==> src/rtl/cec_rxq_pkg.sv <==
package cec_rxq_pkg;
  localparam int MAX_OPS = 14;
  localparam int NOPS_W  = 4;

  // Word indices of the register map (byte address = index * 4)
  localparam logic [5:0] W_STAT  = 6'd0;
  localparam logic [5:0] W_HDR   = 6'd1;
  localparam logic [5:0] W_OPC   = 6'd2;
  localparam logic [5:0] W_CTRL  = 6'd3;
  localparam logic [5:0] W_ISTAT = 6'd4;
  localparam logic [5:0] W_IEN   = 6'd5;
  localparam logic [5:0] W_OPS   = 6'd16;

  localparam int IB_NE  = 1;
  localparam int IB_OVF = 2;

  typedef struct packed {
    logic [7:0]           hdr;
    logic [7:0]           opc;
    logic [NOPS_W-1:0]    nops;
    logic                 err;
    logic [MAX_OPS*8-1:0] ops;
  } rx_frame_t;

  function automatic logic [NOPS_W-1:0] clamp_nops(input logic [NOPS_W-1:0] n);
    return (int'(n) > MAX_OPS) ? NOPS_W'(MAX_OPS) : n;
  endfunction

  function automatic logic [7:0] pack_status(input logic [NOPS_W-1:0] nops,
                                             input logic [2:0] frames,
                                             input logic err);
    return {err, frames, nops};
  endfunction

  function automatic logic [7:0] pick_operand(input logic [MAX_OPS*8-1:0] ops,
                                              input logic [NOPS_W-1:0] nops,
                                              input logic [5:0] idx);
    if (int'(idx) < int'(nops) && int'(idx) < MAX_OPS)
      return ops[int'(idx)*8 +: 8];
    return 8'h00;
  endfunction
endpackage

==> src/rtl/cec_rxq_store.sv <==
module cec_rxq_store
  import cec_rxq_pkg::*;
#(
  parameter int DEPTH = 4
) (
  input  logic                           clk,
  input  logic                           rst_n,
  input  logic                           push_i,
  input  rx_frame_t                      frame_i,
  input  logic                           pop_i,
  input  logic                           flush_i,
  output rx_frame_t                      head_o,
  output logic [$clog2(DEPTH+1)-1:0]     count_o,
  output logic                           accept_o,
  output logic                           drop_o,
  output logic                           rise_o
);
  localparam int PTR_W = (DEPTH > 1) ? $clog2(DEPTH) : 1;
  localparam int CNT_W = $clog2(DEPTH+1);

  rx_frame_t          mem [DEPTH];
  logic [PTR_W-1:0]   rd_ptr, wr_ptr, rd_ptr_nxt;
  logic [CNT_W-1:0]   count, count_nxt, base;
  logic               full;

  function automatic logic [PTR_W-1:0] step(input logic [PTR_W-1:0] p);
    return (int'(p) == DEPTH-1) ? '0 : p + 1'b1;
  endfunction

  assign full     = (int'(count) == DEPTH);
  assign accept_o = push_i && !full;
  assign drop_o   = push_i && full;

  always_comb begin
    base       = count;
    rd_ptr_nxt = rd_ptr;
    if (flush_i) begin
      base       = '0;
      rd_ptr_nxt = wr_ptr;
    end else if (pop_i && count != '0) begin
      base       = count - 1'b1;
      rd_ptr_nxt = step(rd_ptr);
    end
    count_nxt = base + CNT_W'(accept_o);
  end

  assign rise_o = (count == '0) && (count_nxt != '0);

  always_ff @(posedge clk) begin
    if (!rst_n) begin
      rd_ptr <= '0;
      wr_ptr <= '0;
      count  <= '0;
    end else begin
      rd_ptr <= rd_ptr_nxt;
      count  <= count_nxt;
      if (accept_o) wr_ptr <= step(wr_ptr);
    end
  end

  always_ff @(posedge clk) begin
    if (accept_o) mem[wr_ptr] <= frame_i;
  end

  assign head_o  = mem[rd_ptr];
  assign count_o = count;

  assert_depth_R8: assert property (@(posedge clk) disable iff (!rst_n)
    int'(count_o) <= DEPTH);
  assert_drop_hold_R8: assert property (@(posedge clk) disable iff (!rst_n)
    (drop_o && !pop_i && !flush_i) |=> (count_o == $past(count_o)));
endmodule

==> src/rtl/cec_rxq_seq.sv <==
module cec_rxq_seq #(
  parameter int OP_CYC = 2
) (
  input  logic       clk,
  input  logic       rst_n,
  input  logic       wr_i,
  input  logic [1:0] cmd_i,
  output logic       pop_o,
  output logic       flush_o,
  output logic       busy_o,
  output logic       is_flush_o
);
  localparam int CW = $clog2(OP_CYC+1);

  logic [CW-1:0] cnt;
  logic          fl_q;
  logic          start_pop, start_flush, done;

  assign busy_o      = (cnt != '0);
  assign done        = (cnt == CW'(1));
  assign start_pop   = wr_i && !busy_o && (cmd_i == 2'b01);
  assign start_flush = wr_i && !busy_o && (cmd_i == 2'b11);

  always_ff @(posedge clk) begin
    if (!rst_n) begin
      cnt  <= '0;
      fl_q <= 1'b0;
    end else if (start_pop || start_flush) begin
      cnt  <= CW'(OP_CYC);
      fl_q <= start_flush;
    end else if (busy_o) begin
      cnt <= cnt - 1'b1;
    end
  end

  assign pop_o      = done && !fl_q;
  assign flush_o    = done && fl_q;
  assign is_flush_o = busy_o && fl_q;

  assert_one_action_R6: assert property (@(posedge clk) disable iff (!rst_n)
    $onehot0({pop_o, flush_o}));
  assert_idle_after_R5: assert property (@(posedge clk) disable iff (!rst_n)
    (pop_o || flush_o) |=> !busy_o);
  assert_busy_hold_R7: assert property (@(posedge clk) disable iff (!rst_n)
    (busy_o && !pop_o && !flush_o) |=> busy_o);
endmodule

==> src/rtl/cec_rxq_irq.sv <==
module cec_rxq_irq
  import cec_rxq_pkg::*;
(
  input  logic       clk,
  input  logic       rst_n,
  input  logic       ne_evt,
  input  logic       ovf_evt,
  input  logic       clr_wr,
  input  logic       en_wr,
  input  logic [7:0] wbits,
  output logic [7:0] stat_o,
  output logic [7:0] en_o,
  output logic       irq_o
);
  logic ne_q, ovf_q, en_ne, en_ovf;

  always_ff @(posedge clk) begin
    if (!rst_n) begin
      ne_q   <= 1'b0;
      ovf_q  <= 1'b0;
      en_ne  <= 1'b0;
      en_ovf <= 1'b0;
    end else begin
      ne_q  <= ne_evt  || (ne_q  && !(clr_wr && wbits[IB_NE]));
      ovf_q <= ovf_evt || (ovf_q && !(clr_wr && wbits[IB_OVF]));
      if (en_wr) begin
        en_ne  <= wbits[IB_NE];
        en_ovf <= wbits[IB_OVF];
      end
    end
  end

  always_comb begin
    stat_o         = '0;
    stat_o[IB_NE]  = ne_q;
    stat_o[IB_OVF] = ovf_q;
    en_o           = '0;
    en_o[IB_NE]    = en_ne;
    en_o[IB_OVF]   = en_ovf;
  end

  assign irq_o = |(stat_o & en_o);

  assert_ne_set_R9: assert property (@(posedge clk) disable iff (!rst_n)
    ne_evt |=> stat_o[IB_NE]);
  assert_ovf_set_R8: assert property (@(posedge clk) disable iff (!rst_n)
    ovf_evt |=> stat_o[IB_OVF]);
endmodule

==> src/rtl/cec_rxq_top.sv <==
module cec_rxq_top
  import cec_rxq_pkg::*;
#(
  parameter int DEPTH  = 4,
  parameter int OP_CYC = 2,
  parameter int ADDR_W = 8,
  parameter int DATA_W = 32
) (
  input  logic                   clk,
  input  logic                   rst_n,
  input  logic                   rx_valid,
  input  logic [7:0]             rx_header,
  input  logic [7:0]             rx_opcode,
  input  logic [3:0]             rx_nops,
  input  logic                   rx_error,
  input  logic [MAX_OPS*8-1:0]   rx_ops,
  input  logic [ADDR_W-1:0]      bus_addr,
  input  logic                   bus_wr,
  input  logic [DATA_W-1:0]      bus_wdata,
  output logic [DATA_W-1:0]      bus_rdata,
  output logic                   irq_o
);
  localparam int CNT_W = $clog2(DEPTH+1);

  rx_frame_t        in_frame, head;
  logic [CNT_W-1:0] count;
  logic             accept, drop, rise, empty;
  logic             pop_go, flush_go, busy, busy_fl;
  logic [7:0]       stat, en;
  logic [5:0]       word;
  logic [5:0]       op_idx;
  logic             wr_ctrl, wr_istat, wr_ien;
  logic             unused_bits;

  assign word        = 6'(bus_addr[ADDR_W-1:2]);
  assign op_idx      = word - W_OPS;
  assign unused_bits = ^{bus_addr[1:0], bus_wdata[DATA_W-1:8]};
  assign wr_ctrl     = bus_wr && (word == W_CTRL);
  assign wr_istat    = bus_wr && (word == W_ISTAT);
  assign wr_ien      = bus_wr && (word == W_IEN);

  always_comb begin
    in_frame.hdr  = rx_header;
    in_frame.opc  = rx_opcode;
    in_frame.nops = clamp_nops(rx_nops);
    in_frame.err  = rx_error;
    in_frame.ops  = rx_ops;
  end

  cec_rxq_store #(.DEPTH(DEPTH)) u_store (
    .clk(clk), .rst_n(rst_n), .push_i(rx_valid), .frame_i(in_frame),
    .pop_i(pop_go), .flush_i(flush_go), .head_o(head), .count_o(count),
    .accept_o(accept), .drop_o(drop), .rise_o(rise)
  );

  cec_rxq_seq #(.OP_CYC(OP_CYC)) u_seq (
    .clk(clk), .rst_n(rst_n), .wr_i(wr_ctrl), .cmd_i(bus_wdata[1:0]),
    .pop_o(pop_go), .flush_o(flush_go), .busy_o(busy), .is_flush_o(busy_fl)
  );

  cec_rxq_irq u_irq (
    .clk(clk), .rst_n(rst_n), .ne_evt(rise), .ovf_evt(drop),
    .clr_wr(wr_istat), .en_wr(wr_ien), .wbits(bus_wdata[7:0]),
    .stat_o(stat), .en_o(en), .irq_o(irq_o)
  );

  assign empty = (count == '0);

  always_comb begin
    bus_rdata = '0;
    case (word)
      W_STAT:  if (!empty) bus_rdata[7:0] = pack_status(head.nops, 3'(count), head.err);
      W_HDR:   if (!empty) bus_rdata[7:0] = head.hdr;
      W_OPC:   if (!empty) bus_rdata[7:0] = head.opc;
      W_CTRL:  bus_rdata[1:0] = {busy_fl, busy};
      W_ISTAT: bus_rdata[7:0] = stat;
      W_IEN:   bus_rdata[7:0] = en;
      default: begin
        if (!empty && word >= W_OPS && int'(op_idx) < MAX_OPS)
          bus_rdata[7:0] = pick_operand(head.ops, head.nops, op_idx);
      end
    endcase
  end

  assert_irq_source_R10: assert property (@(posedge clk) disable iff (!rst_n)
    irq_o |-> (|(stat & en)));
  assert_accept_grows_R8: assert property (@(posedge clk) disable iff (!rst_n)
    (accept && !pop_go && !flush_go) |=> (count == $past(count) + 1'b1));
endmodule

==> config.mk <==
export PLATFORM = sky130hd
export DESIGN_NAME = cec_rxq_top
export DESIGN_NICKNAME = d
export VERILOG_FILES = /design/src/rtl/cec_rxq_pkg.sv /design/src/rtl/cec_rxq_store.sv /design/src/rtl/cec_rxq_seq.sv /design/src/rtl/cec_rxq_irq.sv /design/src/rtl/cec_rxq_top.sv
export SDC_FILE = /design/constraint.sdc
export NUM_CORES = 1
export LEC_CHECK = 0
export ABC_AREA = 1
export ABC_CLOCK_PERIOD_IN_PS = 19700
export BUFFER_PORTS_ARGS = -buffer_cell sky130_fd_sc_hd__clkbuf_2
export CAP_MARGIN = 0
export CORE_MARGIN = 10
export CORE_UTILIZATION = 55
export CTS_CLUSTER_SIZE = 14
export DETAILED_ROUTE_END_ITERATION = 8
export PLACE_DENSITY = 0.77
export SYNTH_ARGS = -nofsm -noshare
export SYNTH_HDL_FRONTEND = slang
export SYNTH_SLANG_ARGS = --single-unit
==> constraint.sdc <==
create_clock -name clk -period 19.7 [get_ports clk]
set_input_delay 5.91 -clock clk [delete_from_list [all_inputs] [get_ports clk]]
set_output_delay 5.91 -clock clk [all_outputs]
set_load 0.02 [all_outputs]
==> results.sh <==
export IMPL_maxClockFrequency_ghz=0.07034
export IMPL_p_int_mw=1.980
export IMPL_p_sw_uw=544.2
export IMPL_final_critical_path_setup_slack_ps=5483
export IMPL_power_share_sequential=0.533
export IMPL_drt_vias_per_instance=5.407
export IMPL_cts_tree="yes"
export IMPL_layout_drive_gt1_share=0.1120
export IMPL_min_delay_path_depth=2
export IMPL_setup_violations_final=0
export IMPL_asyncSetResetFlopFracSynth=0
export IMPL_worst_setup_hold_path_clk_slew_ps=60
export IMPL_grt_ovfl_total=0
export IMPL_worst_ir_drop_vdd_mv=0.08366
export IMPL_critical_path_required_ps=13790
export IMPL_ctsResizeCount=0
export IMPL_synthesis_instances=2258
export IMPL_final_layout_worst_hold_slack_ps=481.6
export IMPL_netlist_top_cells_area="sky130_fd_sc_hd__edfxtp_1, sky130_fd_sc_hd__nand2_1, sky130_fd_sc_hd__nand3_1, sky130_fd_sc_hd__inv_1, sky130_fd_sc_hd__nor2_1"
export IMPL_synth_cell_area_mm2=0.02387
export IMPL_result_of_the_run="finished, final reports clean"
export IMPL_holdPathEnd="u_irq.ovf_q$_SDFF_PN0_"
export IMPL_criticalPathCategory="in -> out"
export IMPL_cts_hold_buffers=0
export IMPL_post_placement_worst_setup_slack_ps=5550
export IMPL_floorplan_die_area_mm2=0.05214
export IMPL_hold_path_startpoint="u_irq.ovf_q$_SDFF_PN0_"
export IMPL_total_routing_usage_gr=0.2116
export IMPL_initial_core_util=0.5554
export IMPL_timing_rr_start="u_store.count_o[0]$_SDFF_PN0_"
export IMPL_report_final_slew_viol_count=0
export IMPL_clock_skew_final_ps=16.75
export IMPL_yosysWarningCount=0
export IMPL_postSynthRegisterBits=548
export IMPL_htree_levels=2
export IMPL_ctsRootBufferMaster="sky130_fd_sc_hd__clkbuf_16"
export IMPL_detailed_routing_iterations_pass_1=7
export IMPL_number_of_buffers_inserted_to_repair_setup_after_cts=0
export IMPL_synth_cell_types=38
export IMPL_yosysSeqAreaShare=0.6826
export IMPL_r2r_cells=7
export IMPL_regToRegEndpoint="u_store.mem[3][44]$_DFFE_PP_"
export IMPL_die_height_um=228.3
export IMPL_initial_antenna_violation_count=15
export IMPL_layout_worst_path_cycle_share=0.7217
export IMPL_drt_total_wl_um=56690
export IMPL_std_cell_rows=76
export IMPL_route_detailed_wl_per_inst_um=18.82
export IMPL_least_margin_pin_slew_ps=1293
export IMPL_die_width_um=228.3
export IMPL_finalHoldViolations=0
export IMPL_power_switching_share=0.2156
export IMPL_cts_sink_count=548
export IMPL_grt_start_max_net_pins=164
export IMPL_synth_top_area_frac=0.6692
export IMPL_grt_first_pass_wirelength_um=86970
export IMPL_design_power_total_mw=2.524
export IMPL_grt_pass1_vias=15690
export IMPL_proportion_of_power_drawn_by_the_clock_network=0.409
export IMPL_cellPowerDensity_mw_per_mm2=94.87
export IMPL_detailedPlacementHpwl_um=33880
export IMPL_ys_top_cells_by_count="sky130_fd_sc_hd__nand2_1, sky130_fd_sc_hd__edfxtp_1, sky130_fd_sc_hd__inv_1"
export IMPL_synth_avg_cell_area_um2=10.57
export IMPL_max_slew_margin_rel=0.1359
export IMPL_r2r_setup_slack_ps=15540
export IMPL_num_vias=16290
export IMPL_drv_cap=0
export IMPL_final_setup_tns_ps=0
export IMPL_place_gp_congestion=0.8996
export IMPL_fin_crit_ps=14220
export IMPL_setup_worst_path_end_class="output pin"
export IMPL_part_of_the_total_power_dissipated_in_combinational_logic=0.058
export IMPL_synth_to_final_area_change_pct=11.47
export IMPL_detail_route_antenna_nets=0
export IMPL_crit_path_max_fanout=13
export IMPL_synth_enable_flop_cells=532
export IMPL_synthMostInstantiatedCell="sky130_fd_sc_hd__nand2_1"
export IMPL_initialDrtViolationCount=1575
export IMPL_worstSkewPairLatency_ps=610
export IMPL_remaining_drc_errors=0
export IMPL_grt_setup_unrepaired="no"
export IMPL_cts_buffers_inserted=54
export IMPL_worst_setup_path_start_kind="input pin"
export IMPL_yosysTopAreaCell="sky130_fd_sc_hd__edfxtp_1"
export IMPL_hold_path_class="reg -> reg"
export IMPL_synth_top_flop_cell="sky130_fd_sc_hd__edfxtp_1"
export IMPL_cts_root_to_sink_buffers=3
export IMPL_finalNetCount=2570
export IMPL_total_leakage_power_nw=11.11
export IMPL_io_buffers=154
export IMPL_arrival_ps=8310
export IMPL_ios=210
export IMPL_floorplan_core_area_mm2=0.04298
[cell usage in the layout (no fill, tap or decap), types with 2 or more instances in the layout]
cell type and instances:
sky130_fd_sc_hd__conb_1 24, sky130_fd_sc_hd__clkinv_1 11, sky130_fd_sc_hd__nor2_2 2, sky130_fd_sc_hd__bufinv_16 7, sky130_fd_sc_hd__nor2_1 109, sky130_fd_sc_hd__o21ai_0 66
sky130_fd_sc_hd__clkbuf_1 9, sky130_fd_sc_hd__nand3_1 255, sky130_fd_sc_hd__nor3_2 2, sky130_fd_sc_hd__o32ai_1 2, sky130_fd_sc_hd__o21ai_1 20, sky130_fd_sc_hd__clkinvlp_4 2
sky130_fd_sc_hd__dfxtp_4 2, sky130_fd_sc_hd__inv_2 3, sky130_fd_sc_hd__nor3_1 4, sky130_fd_sc_hd__o22ai_1 14, sky130_fd_sc_hd__diode_2 7, sky130_fd_sc_hd__clkbuf_16 54
sky130_fd_sc_hd__clkbuf_8 3, sky130_fd_sc_hd__clkbuf_2 154, sky130_fd_sc_hd__a31oi_1 3, sky130_fd_sc_hd__buf_4 18, sky130_fd_sc_hd__ha_1 16, sky130_fd_sc_hd__dfxtp_1 14
sky130_fd_sc_hd__inv_1 303, sky130_fd_sc_hd__nand2_1 716, sky130_fd_sc_hd__a32oi_1 2, sky130_fd_sc_hd__a21oi_1 23, sky130_fd_sc_hd__nor2_4 6, sky130_fd_sc_hd__nand4_1 3
sky130_fd_sc_hd__inv_6 4, sky130_fd_sc_hd__o211ai_1 17, sky130_fd_sc_hd__clkinv_2 8, sky130_fd_sc_hd__edfxtp_1 532
[final cells by class]
| cell class | instances | area (µm²) |
|---|---|---|
| antenna | 7 | 17.52 |
| clock buffer | 66 | 1426 |
| clock inverter | 33 | 357.8 |
| fill | 3248 | 16370 |
| inverter | 308 | 1166 |
| multi-input combinational | 1293 | 5702 |
| sequential | 548 | 16300 |
| tap | 585 | 732.0 |
| timing repair buffer | 172 | 905.9 |
[cell families after synthesis]
group,after synthesis,synth area share
buffers and inverters,440,0.08344
AO/OA/AOI/OAI,154,0.03674
adder cells (fa/ha/maj),16,0.008386
AND/OR/NAND/NOR,1099,0.1887
other,1,0.0001571
flip-flops,548,0.6826
[per-stage QoR]
stage / utilization / std cells / cell area (µm²)
after floorplan: - / 2281 / 23960
after global placement: 0.5772 / 2906 / 24810
after detailed placement: 0.5772 / 2906 / 24810
after CTS: 0.6187 / 3005 / 26590
after global routing: 0.6189 / 3009 / 26600
final: 0.6191 / 3012 / 26610
[critical path, stage by stage]
cell and delay (ps):
sky130_fd_sc_hd__clkbuf_2 310, sky130_fd_sc_hd__nor2_1 790, sky130_fd_sc_hd__nand2_1 110, sky130_fd_sc_hd__nor2_1 440
sky130_fd_sc_hd__nand2_1 120, sky130_fd_sc_hd__nand3_1 100, sky130_fd_sc_hd__nand2_1 80, sky130_fd_sc_hd__o21ai_1 100
sky130_fd_sc_hd__nor2_1 50, sky130_fd_sc_hd__nand2_1 100, sky130_fd_sc_hd__clkbuf_2 180
[worst max-delay path by stage]
stage                           start      endpoint  slack (ps)  cells after the start
after CTS                 bus_addr[4]  bus_rdata[2]        5540                     11
after global routing      bus_addr[4]  bus_rdata[2]        5280                     11
final                     bus_addr[4]  bus_rdata[2]        5480                     11
after global placement    bus_addr[4]  bus_rdata[2]        5600                     11
after floorplan           bus_addr[7]  bus_rdata[0]        6680                      9
after detailed placement  bus_addr[4]  bus_rdata[2]        5550                     11
[state kept, by name, indices dropped and copies added, names as in the netlist, named ones only]
register	flops
u_irq.en_ne	1
u_irq.en_ovf	1
u_irq.ne_q	1
u_irq.ovf_q	1
u_seq.cnt	2
u_seq.fl_q	1
u_store.count_o	3
u_store.mem	532
u_store.rd_ptr	2
u_store.wr_ptr	2
[layer usage]
metal  track usage  vias to the layer above  wire length (µm)
met1        0.2670                     7799             22400
met2        0.3440                      676             27240
met3       0.05212                      139              5001
met4       0.08936                       14              1960
li1              -                     7657                 -
met5             0                        -                95
[power by group through the flow]
stage          Combinational [mW]  Clock [mW]  Sequential [mW]
2_1_floorplan              0.0860           0             1.38
6_report                    0.146        1.03             1.35
4_1_cts                     0.146        1.05             1.34
3_5_place_dp                0.144           0             1.37
3_3_place_gp                0.139           0             1.37
5_1_grt                     0.164        1.09             1.35
(Power assumes the default switching activity.)
